File: config.mk
export PLATFORM = sky130hd
export DESIGN_NAME = sg_table_walker
export DESIGN_NICKNAME = d
export VERILOG_FILES = /design/src/rtl/sgw_pkg.sv /design/src/rtl/sgw_decode.sv /design/src/rtl/sgw_ptr.sv /design/src/rtl/sgw_fsm.sv /design/src/rtl/sg_table_walker.sv
export SDC_FILE = /design/constraint.sdc
export NUM_CORES = 1
export LEC_CHECK = 0
export BUFFER_PORTS_ARGS = -buffer_cell sky130_fd_sc_hd__buf_4
export CAP_MARGIN = 10
export CORE_MARGIN = 1
export CORE_UTILIZATION = 35
export CTS_CLUSTER_DIAMETER = 50
export CTS_CLUSTER_SIZE = 10
export DETAILED_ROUTE_END_ITERATION = 16
export PLACE_DENSITY = 0.68
export SYNTH_ARGS = -nofsm -noshare
export SYNTH_HDL_FRONTEND = slang
export SYNTH_SLANG_ARGS = --single-unit
File: constraint.sdc
create_clock -name clk -period 2.6 [get_ports clk]
set_input_delay 0.13 -clock clk [delete_from_list [all_inputs] [get_ports clk]]
set_output_delay 0.13 -clock clk [all_outputs]
set_load 0.02 [all_outputs]
File: src/rtl/sgw_pkg.sv
// Shared constants and types for the scatter-gather table walker.
// Assumes 32-bit physical addresses and 32-bit memory words.
package sgw_pkg;
    localparam int PA_W       = 32;            // physical address width
    localparam int WORD_W     = 32;            // memory word width
    localparam int COUNT_W    = 16;            // count field width in a descriptor
    localparam int LEN_W      = COUNT_W + 3;   // bytes, enough for (2^16)*4
    localparam int DESC_BYTES = 8;             // two words per descriptor
    localparam int WORD_BYTES = WORD_W / 8;

    typedef enum logic [2:0] {
        W_IDLE,
        W_FETCH_LO,
        W_FETCH_HI,
        W_CHECK,
        W_ISSUE,
        W_WAIT,
        W_HOLD,
        W_FAULT
    } walk_state_t;
endpackage

File: src/rtl/sgw_decode.sv
// Combinational decode of one two-word descriptor.
// ALT_MODE selects the length encoding: 0 = byte count with zero meaning
// 2^COUNT_W and bit 31 as last flag; 1 = (words-1) in the high half and an
// all-zero upper word as terminator. Assumes the words are already captured.
module sgw_decode
    import sgw_pkg::*;
#(
    parameter bit ALT_MODE = 1'b0
) (
    input  logic [WORD_W-1:0] word_lo,
    input  logic [WORD_W-1:0] word_hi,
    output logic [PA_W-1:0]   buf_addr,
    output logic [LEN_W-1:0]  len,
    output logic              last,
    output logic              term,
    output logic              misalign
);
    // Buffer address and its alignment are common to both encodings.
    assign buf_addr = word_lo[PA_W-1:0];
    assign misalign = word_lo[0];

    generate
        if (ALT_MODE) begin : g_alt
            logic [LEN_W-1:0] words;
            // Word count is field+1; length in bytes is four times that.
            assign words = LEN_W'(word_hi[WORD_W-1 -: COUNT_W]) + LEN_W'(1);
            assign len   = words << 2;
            assign last  = 1'b0;
            assign term  = (word_hi == '0);
        end else begin : g_std
            logic unused_hi;
            // Zero count expands to the full 2^COUNT_W bytes.
            assign len  = (word_hi[COUNT_W-1:0] == '0)
                          ? (LEN_W'(1) << COUNT_W)
                          : LEN_W'(word_hi[COUNT_W-1:0]);
            assign last = word_hi[WORD_W-1];
            assign term = 1'b0;
            assign unused_hi = ^word_hi[WORD_W-2:COUNT_W];
        end
    endgenerate
endmodule

File: src/rtl/sgw_ptr.sv
// Descriptor pointer: loaded with the table base, advanced one descriptor
// at a time, and offset by one word for the upper half of a descriptor.
// Assumes load and advance are never asserted together.
module sgw_ptr
    import sgw_pkg::*;
(
    input  logic            clk,
    input  logic            rst_n,
    input  logic            load,
    input  logic            advance,
    input  logic            hi_sel,
    input  logic [PA_W-1:0] base,
    output logic [PA_W-1:0] fetch_addr
);
    logic [PA_W-1:0] ptr_q;

    // Holds the byte address of the descriptor being fetched.
    always_ff @(posedge clk) begin
        if (!rst_n)       ptr_q <= '0;
        else if (load)    ptr_q <= base;
        else if (advance) ptr_q <= ptr_q + PA_W'(DESC_BYTES);
    end

    // Lower word at the pointer, upper word one word above.
    assign fetch_addr = ptr_q + (hi_sel ? PA_W'(WORD_BYTES) : PA_W'(0));
endmodule

File: src/rtl/sgw_fsm.sv
// Walk sequencer: fetch two words, check, issue, wait, repeat.
// Assumes the descriptor flags are valid from the cycle after both words
// are captured, and that xfer_done only follows an issued transfer.
module sgw_fsm
    import sgw_pkg::*;
(
    input  logic        clk,
    input  logic        rst_n,
    input  logic        start,
    input  logic        base_misalign,
    input  logic        rvalid,
    input  logic        xfer_done,
    input  logic        d_last,
    input  logic        d_term,
    input  logic        d_misalign,
    output walk_state_t state,
    output logic        load_ptr,
    output logic        adv_ptr,
    output logic        cap_lo,
    output logic        cap_hi
);
    walk_state_t nxt;
    logic        first_q;

    // Next-state and strobe generation.
    always_comb begin
        nxt      = state;
        load_ptr = 1'b0;
        adv_ptr  = 1'b0;
        cap_lo   = 1'b0;
        cap_hi   = 1'b0;
        unique case (state)
            W_IDLE: if (start) begin
                if (base_misalign) nxt = W_FAULT;
                else begin
                    nxt      = W_FETCH_LO;
                    load_ptr = 1'b1;
                end
            end
            W_FETCH_LO: begin
                if (!start) nxt = W_IDLE;
                else if (rvalid) begin
                    cap_lo = 1'b1;
                    nxt    = W_FETCH_HI;
                end
            end
            W_FETCH_HI: begin
                if (!start) nxt = W_IDLE;
                else if (rvalid) begin
                    cap_hi = 1'b1;
                    nxt    = W_CHECK;
                end
            end
            W_CHECK: begin
                if (!start)          nxt = W_IDLE;
                else if (d_term)     nxt = first_q ? W_FAULT : W_HOLD;
                else if (d_misalign) nxt = W_FAULT;
                else                 nxt = W_ISSUE;
            end
            W_ISSUE: nxt = W_WAIT;
            W_WAIT: if (xfer_done) begin
                if (!start)      nxt = W_IDLE;
                else if (d_last) nxt = W_HOLD;
                else begin
                    nxt     = W_FETCH_LO;
                    adv_ptr = 1'b1;
                end
            end
            W_HOLD, W_FAULT: if (!start) nxt = W_IDLE;
            default: nxt = W_IDLE;
        endcase
    end

    // State register.
    always_ff @(posedge clk) begin
        if (!rst_n) state <= W_IDLE;
        else        state <= nxt;
    end

    // Marks that no transfer has been issued yet in this walk.
    always_ff @(posedge clk) begin
        if (!rst_n)              first_q <= 1'b0;
        else if (load_ptr)       first_q <= 1'b1;
        else if (state == W_ISSUE) first_q <= 1'b0;
    end
endmodule

File: src/rtl/sg_table_walker.sv
// Scatter-gather table walker for a bus-master disk channel.
// Reads two-word descriptors from table_base upward, issues one transfer
// per usable entry and waits for its completion before the next fetch.
// Assumes the memory port holds data valid for one cycle per request and
// that start stays high for the whole walk unless an abort is intended.
module sg_table_walker
    import sgw_pkg::*;
#(
    parameter bit ALT_MODE = 1'b0
) (
    input  logic             clk,
    input  logic             rst_n,
    input  logic             start,
    input  logic [PA_W-1:0]  table_base,
    output logic             mem_req,
    output logic [PA_W-1:0]  mem_addr,
    input  logic             mem_rvalid,
    input  logic [WORD_W-1:0] mem_rdata,
    output logic             xfer_valid,
    output logic [PA_W-1:0]  xfer_addr,
    output logic [LEN_W-1:0] xfer_len,
    input  logic             xfer_done,
    output logic             active,
    output logic             done,
    output logic             error
);
    walk_state_t state;
    logic        load_ptr, adv_ptr, cap_lo, cap_hi;
    logic        d_last, d_term, d_misalign;
    logic [WORD_W-1:0] word_lo_q, word_hi_q;

    // Captures the two descriptor words as they return.
    always_ff @(posedge clk) begin
        if (!rst_n) begin
            word_lo_q <= '0;
            word_hi_q <= '0;
        end else begin
            if (cap_lo) word_lo_q <= mem_rdata;
            if (cap_hi) word_hi_q <= mem_rdata;
        end
    end

    sgw_fsm u_fsm (
        .clk          (clk),
        .rst_n        (rst_n),
        .start        (start),
        .base_misalign(table_base[1:0] != 2'b00),
        .rvalid       (mem_rvalid),
        .xfer_done    (xfer_done),
        .d_last       (d_last),
        .d_term       (d_term),
        .d_misalign   (d_misalign),
        .state        (state),
        .load_ptr     (load_ptr),
        .adv_ptr      (adv_ptr),
        .cap_lo       (cap_lo),
        .cap_hi       (cap_hi)
    );

    sgw_ptr u_ptr (
        .clk       (clk),
        .rst_n     (rst_n),
        .load      (load_ptr),
        .advance   (adv_ptr),
        .hi_sel    (state == W_FETCH_HI),
        .base      (table_base),
        .fetch_addr(mem_addr)
    );

    sgw_decode #(.ALT_MODE(ALT_MODE)) u_dec (
        .word_lo (word_lo_q),
        .word_hi (word_hi_q),
        .buf_addr(xfer_addr),
        .len     (xfer_len),
        .last    (d_last),
        .term    (d_term),
        .misalign(d_misalign)
    );

    // Port-level status decoded from the walk state.
    assign mem_req    = (state == W_FETCH_LO) || (state == W_FETCH_HI);
    assign xfer_valid = (state == W_ISSUE);
    assign active     = (state != W_IDLE) && (state != W_FAULT);
    assign done       = (state == W_HOLD);
    assign error      = (state == W_FAULT);
endmodule

==> results.json, run 1 <==
{
  "crit_arrival_ns": 2.33,
  "ant_nets": 0,
  "synth_top_area_cell": "dfxtp_1",
  "netlist_instances": 627,
  "drt-initial-drc-count": 326,
  "pwr-share-clk_pct": 31.1,
  "grt_max_degree": 57,
  "cts_tree": "built",
  "power_frac_seq_pct": 36.7,
  "min_path_type": "input port to flop",
  "worst_setup_path_start_kind": "flop",
  "drc": 0,
  "avgViaCountPerCell": 5.40,
  "yosysUniqueCellTypes": 59,
  "clockBufferDepth": 2,
  "yosysWarningCount": 0,
  "die_w_um": 117,
  "final_nets": 821,
  "required_ns": 2.47,
  "worstMarginPinSlew_ns": 0.739,
  "final_common_cell": "buf_4",
  "switching_power_mw": 1.55,
  "synth_area_leaders": "dfxtp_1 36%, nand2_1 10%, a21oi_1 6.3%, clkbuf_1 4.4%, nand3_1 3.3%",
  "swShare_pct": 35.6,
  "seq_area_um2": 1680,
  "p_per_area_nw_per_um2": 688,
  "core-area_um2": 12800,
  "ys_ff_latch": 84,
  "grt_first_pass_wirelength_um": 24700,
  "io_pins": 157,
  "grt_usage_pct": 22.1,
  "syn2layout_area_growth_pct": 35.7,
  "rr_worst_depth": 5,
  "antenna_found_initial": 0,
  "post-place-ws_ns": 0.305,
  "grt-ovfl-total": 0,
  "insertion_delay_ns": 0.35,
  "yosysTopAreaCellShare_pct": 36.1,
  "maxSlewViolCount": 0,
  "cts_sinks": 84,
  "cp_max_fo": 6,
  "rows": 41,
  "final-setup-viol-count": 0,
  "rsz0062_at_grt": "yes",
  "place_hpwl_um": 10900,
  "synth_area_per_cell_um2": 7.42,
  "die-area_um2": 13800,
  "ctsHoldBuffers": 0,
  "p_int_mw": 2.80,
  "peakVddDrop_v": 0.000457,
  "grt_pass1_vias": 4946,
  "hold_depth": 3,
  "final.min_clock_period_ns": 2.46,
  "endpoint_kind": "primary output",
  "comb_power_share_pct": 32.3,
  "cap_viol_max_count": 0,
  "die_height_um": 117,
  "final_cell_mix": "181 x buf_4, 128 x nand2_1, 84 x dfxtp_1",
  "max_freq_mhz": 406,
  "drive_above_1_share_pct": 29.2,
  "crit_type": "flop to primary output",
  "path_clk_slew_ns": 0.07,
  "fillCellCount": 1261,
  "routabilityCongestion": 0.864,
  "dr.pass1.iters": 4,
  "root_buffer": "clkbuf_16",
  "seq_area_frac_synth_pct": 36.1,
  "status": "complete, no violations",
  "max_slew_margin_pct": 50.5,
  "initial_utilization_pct": 36.4,
  "fin_skew_ns": 0.00925,
  "finalHoldViolations": 0,
  "synth_ff_type": "dfxtp_1",
  "mappedNetlistArea_um2": 4650,
  "async_flop_share_pct": 0,
  "p_leak_nw": 2.55,
  "finalWirelength_um": 15100,
  "final_cell_area_um2": 6310,
  "cts_buffers": 9,
  "synth-edff-count": 0,
  "vias": 5004,
  "dpl_cell_area_um2": 5910,
  "post-route-period-util_pct": 94.6,
  "wl_per_cell_um": 16.3,
  "diodes": 0,
  "htree_levels": 3,
  "port_buffers": 154,
  "setup_ws_ns": 0.140,
  "multiInputGateArea_um2": 2730
}
## synthesized netlist by cell type, types with 2 or more instances
master / count
buf_4: 9
o21ai_0: 26
nand4_1: 17
o2111ai_1: 2
a31oi_1: 14
a2bb2oi_1: 2
or4_2: 2
a311oi_1: 2
nand2_1: 128
mux2i_1: 3
a211o_1: 4
o41ai_1: 2
and3_1: 11
a21oi_1: 59
a21boi_0: 2
o21ba_2: 2
nor2_1: 21
nor2b_1: 7
and4_1: 6
xnor2_1: 17
clkbuf_1: 55
o211ai_1: 3
and2_1: 2
or4_1: 6
a211oi_1: 5
dfxtp_1: 84
nand2b_1: 6
nor4_1: 14
or3_1: 4
o31ai_1: 7
ha_1: 3
nor3_1: 22
inv_1: 6
buf_2: 5
nand3_1: 31
xor2_1: 15
## registers in the layout, summed over array words and instances, names as in the netlist
name and cells:
word_hi_q 17, u_fsm.state 3, u_ptr.ptr_q 32, word_lo_q 32
## worst max-delay path, stage by stage (launching register included)
cell and delay, ns:
dfxtp_1 0.31, nand2b_1 0.16, nor2_1 0.12, ha_1 0.19
ha_1 0.20, and3_4 0.26, nor2b_4 0.25, nand4_1 0.17
xnor2_2 0.16, buf_4 0.16
## power by group through the flow
stage	combinational [mW]	clock, mW	sequential (mW)
floorplan	0.880	0	1.59
global placement	1.38	0	1.61
detailed placement	1.40	0	1.61
CTS	1.41	1.38	1.59
global route	1.53	1.42	1.62
finish	1.40	1.35	1.59
## kinds of logic after synthesis
group | count (synthesis) | share of synthesized area [%]
other | 1 | 0.0806
multiplexers | 3 | 0.645
adder cells (fa/ha/maj) | 3 | 0.807
AND/OR/NAND/NOR | 286 | 30.5
XOR/XNOR | 32 | 6.02
AO/OA/AOI/OAI | 141 | 18.6
flip-flops | 84 | 36.1
buffers and inverters | 77 | 7.18
## worst paths after layout
path                  startpoint         endpoint  slack, ns
setup reg to reg  u_ptr.ptr_q[3]  u_ptr.ptr_q[17]       0.39
hold / removal     mem_rdata[18]    word_lo_q[18]       0.02
hold reg to reg    word_lo_q[24]    word_lo_q[24]       0.45
setup / recovery  u_fsm.state[0]     mem_addr[26]       0.14
## per-stage QoR
stage          total power, mW  hold slack [ns]  utilization [%]  instances  TNS (ns)
3_3_place_gp              2.99            0.365             46.2        904         0
3_5_place_dp              3.02            0.377             46.2        904         0
4_1_cts                   4.37           0.0109             48.7        921         0
2_1_floorplan             2.47            0.265                -        628         0
5_1_grt                   4.56           0.0234             49.4        926   -0.0131
6_report                  4.34           0.0243             49.4        926         0
## repair_timing
| item | CTS | global route |
|---|---|---|
| setup buffers | 1 | 5 |
| pin swaps | 1 | 6 |
| gates resized for setup | 1 | 11 |
| endpoints found under the setup margin | 9 | 14 |
## cell type report
class                           instances  area share, %
Timing Repair Buffer                  181           21.5
Tap cell                              172           3.41
Inverter                                6          0.357
Sequential cell                        84           26.6
Clock buffer                            9           3.57
Clock inverter                          7           1.29
Multi-Input combinational cell        467           43.2
## routing by layer
metal,GRT usage [%],share of wire [%],vias to the layer above
met5,0,0,-
met4,9.74,2.4,0
met3,5.93,7.6,29
met2,37.8,48,194
met1,25.9,42,2323
li1,-,-,2458
(Power assumes the default switching activity.)
==> run 2: changes to the inputs <==
--- a/config.mk
+++ b/config.mk
@@ -5,6 +5,7 @@
 export SDC_FILE = /design/constraint.sdc
 export NUM_CORES = 1
 export LEC_CHECK = 0
+export ABC_AREA = 1
 export BUFFER_PORTS_ARGS = -buffer_cell sky130_fd_sc_hd__buf_4
 export CAP_MARGIN = 10
 export CORE_MARGIN = 1
@@ -13,6 +14,7 @@
 export CTS_CLUSTER_SIZE = 10
 export DETAILED_ROUTE_END_ITERATION = 16
 export PLACE_DENSITY = 0.68
+export SKIP_CTS_REPAIR_TIMING = 1
 export SYNTH_ARGS = -nofsm -noshare
 export SYNTH_HDL_FRONTEND = slang
 export SYNTH_SLANG_ARGS = --single-unit
==> run 2 against run 1 <==
Compared with the run above: worst hold slack worse by 0.022 ns; first-iteration DRC count is 5.5% lower; synthesized area is 2.7% higher; die area is 2.6% higher; sequential share of layout area is 0.26 points lower; utilization is 1.3 points lower; via count is 2.0% higher; clock skew is 0.00082 ns lower; critical endpoint is now mem_addr[24]; critical path depth is 3 higher; sequential cell count stayed put; largest cell class unchanged; clock-buffer cell count is 1 higher; final area is 1.3% higher.
==> results.json, run 2 <==
{
  "syn2layout_area_growth_pct": 33.9,
  "cp_slowest_cell": "dfxtp_4",
  "largest_registers": "u_ptr.ptr_q (32), word_lo_q (32), word_hi_q (17)",
  "power_frac_seq_pct": 37.2,
  "finalHoldViolations": 0,
  "netlist_instances": 744,
  "finalWirelength_um": 14800,
  "cts_buffers": 9,
  "worst_setup_path_start_kind": "flop",
  "vias": 5103,
  "crit_type": "flop to primary output",
  "die_w_um": 119,
  "yosysTopAreaCellShare_pct": 35.2,
  "cp_cell_sequence": "inv_2 > nand2_4 > nor2_2 > ha_2 > ha_4 > nand3_4 > nor2_4 > nand4_4 > nor3_4 > nand2_1 > xor2_1 > buf_4",
  "fillCellCount": 1386,
  "place_hpwl_um": 10700,
  "root_buffer": "clkbuf_16",
  "grt_max_degree": 47,
  "yosysUniqueCellTypes": 41,
  "max_freq_mhz": 407,
  "post-route-util_pct": 48.1,
  "synth_common_cells": "177 x nor2_1, 148 x nand2_1, 84 x dfxtp_1",
  "fin_skew_ns": 0.00842,
  "post-route-period-util_pct": 94.4,
  "grt_pass1_vias": 4659,
  "dp_cells": 1033,
  "synth-edff-count": 0,
  "holdWs_ns": 0.00232,
  "path_clk_slew_ns": 0.06,
  "antenna_found_initial": 0,
  "synth_area_leaders": "dfxtp_1 35%, nor2_1 14%, nand2_1 12%, o21ai_0 7.2%, nand3_1 4.7%",
  "synth_area_per_cell_um2": 6.42,
  "yosysWarningCount": 0,
  "min_path_type": "input port to flop",
  "mappedNetlistArea_um2": 4780,
  "cp_max_fo": 6,
  "final_cell_mix": "176 x nor2_1, 164 x buf_4, 147 x nand2_1",
  "seq_area_frac_synth_pct": 35.2,
  "final_nets": 945,
  "grt-ovfl-total": 0,
  "crit_arrival_ns": 2.33,
  "swShare_pct": 34.7,
  "ant_nets": 0,
  "dr.pass1.iters": 5,
  "initial_utilization_pct": 35.9,
  "post-place-ws_ns": 0.194,
  "comb_power_share_pct": 29.3,
  "drc": 0,
  "dpl_cell_area_um2": 5960,
  "tns_ns": 0,
  "cp-endpoint": "mem_addr[24]",
  "cap_viol_max_count": 0,
  "insertion_delay_ns": 0.35,
  "die_height_um": 119,
  "htree_levels": 3,
  "setup_ws_ns": 0.145,
  "min_from": "mem_rdata[25]",
  "worstMarginPinSlew_ns": 0.636,
  "p_leak_nw": 2.95,
  "die-area_um2": 14100,
  "reg2reg_slack_ns": 0.67,
  "io_pins": 157,
  "pwr-share-clk_pct": 33.5,
  "grt_first_pass_wirelength_um": 23300,
  "drive_above_1_share_pct": 24.6,
  "max_slew_margin_pct": 57.5,
  "max_stage_delay_ns": 0.36,
  "synth.most_common_cell": "nor2_1",
  "cts_tree": "built",
  "synth_ff_type": "dfxtp_1",
  "diodes": 0,
  "ys_ff_latch": 84,
  "final_common_cell": "nor2_1",
  "routabilityCongestion": 0.921,
  "drt-initial-drc-count": 308,
  "clockBufferDepth": 2,
  "final_cell_area_um2": 6390,
  "rows": 42,
  "p_int_mw": 2.79,
  "seq_area_um2": 1690,
  "rr_worst_depth": 10,
  "cts_sinks": 84,
  "finalPower_mw": 4.27,
  "final-setup-viol-count": 0,
  "port_buffers": 154,
  "switching_power_mw": 1.48,
  "endpoint_kind": "primary output",
  "peakVddDrop_v": 0.000420,
  "wl_per_cell_um": 14.1,
  "synth_top_area_cell": "dfxtp_1",
  "maxSlewViolCount": 0,
  "final.min_clock_period_ns": 2.46,
  "reg2reg_from": "u_fsm.state[0]",
  "fin_cells": 1054,
  "multiInputGateArea_um2": 2680,
  "core-area_um2": 13300,
  "required_ns": 2.47,
  "r2r-end": "u_ptr.ptr_q[18]",
  "async_flop_share_pct": 0,
  "p_per_area_nw_per_um2": 668,
  "grt_usage_pct": 21.0,
  "avgViaCountPerCell": 4.84,
  "cp-startpoint": "u_fsm.state[0]",
  "status": "complete, no violations"
}
## run 2: worst min-delay path by stage
stage / endpoint / slack (ns) / cells past startpoint
finish: word_lo_q[25] / 0.002 / 3
global route: word_lo_q[28] / 0.007 / 3
CTS: word_lo_q[25] / -0.006 / 3
detailed placement: word_lo_q[25] / 0.36 / 3
global placement: word_lo_q[25] / 0.35 / 3
floorplan: word_lo_q[0] / 0.26 / 2
## run 2: area by class of cell
| type | instances | share of cell area, % |
|---|---|---|
| Clock buffer | 10 | 3.58 |
| Clock inverter | 6 | 1.51 |
| Inverter | 60 | 3.60 |
| Multi-Input combinational cell | 552 | 41.9 |
| Sequential cell | 84 | 26.4 |
| Tap cell | 176 | 3.44 |
| Timing Repair Buffer | 166 | 19.6 |
## run 2: worst max-delay path: cells and delay by family (launching register included)
family / cells / cell delay (ns)
AND/OR/NAND/NOR: 7 / 0.86
adder cells (fa/ha/maj): 2 / 0.38
buffers and inverters: 2 / 0.22
XOR/XNOR: 1 / 0.14
flip-flops: 1 / 0.36
## run 2: metal layers
| metal | vias up | GRT usage [%] | wire (um) |
|---|---|---|---|
| met5 | - | 0 | 0 |
| met4 | 0 | 7.12 | 231 |
| met3 | 16 | 6.08 | 1100 |
| met2 | 193 | 34.6 | 6970 |
| met1 | 2277 | 26.1 | 6510 |
| li1 | 2617 | - | - |
## run 2: power by group through the flow
stage / Sequential (mW) / Clock (mW) / Combinational [mW]
after floorplan: 1.64 / 0 / 0.722
after global placement: 1.60 / 0 / 1.24
after detailed placement: 1.60 / 0 / 1.24
after CTS: 1.58 / 1.46 / 1.24
after global routing: 1.61 / 1.51 / 1.37
final: 1.59 / 1.43 / 1.25
## run 2: cells by family (layout without fill, tap and decap cells)
| logic type | count (synthesis) | count (layout) | share of synthesized area, % |
|---|---|---|---|
| other | 1 | 2 | 0.0785 |
| AOI/OAI and AO/OA | 113 | 113 | 12.6 |
| and+or+nand+nor | 408 | 408 | 36.5 |
| DFF | 84 | 84 | 35.2 |
| muxes | 1 | 1 | 0.236 |
| xor gates and xnor gates | 25 | 25 | 4.58 |
| buffers and inverters | 109 | 242 | 10.1 |
| adders and majority gates | 3 | 3 | 0.786 |
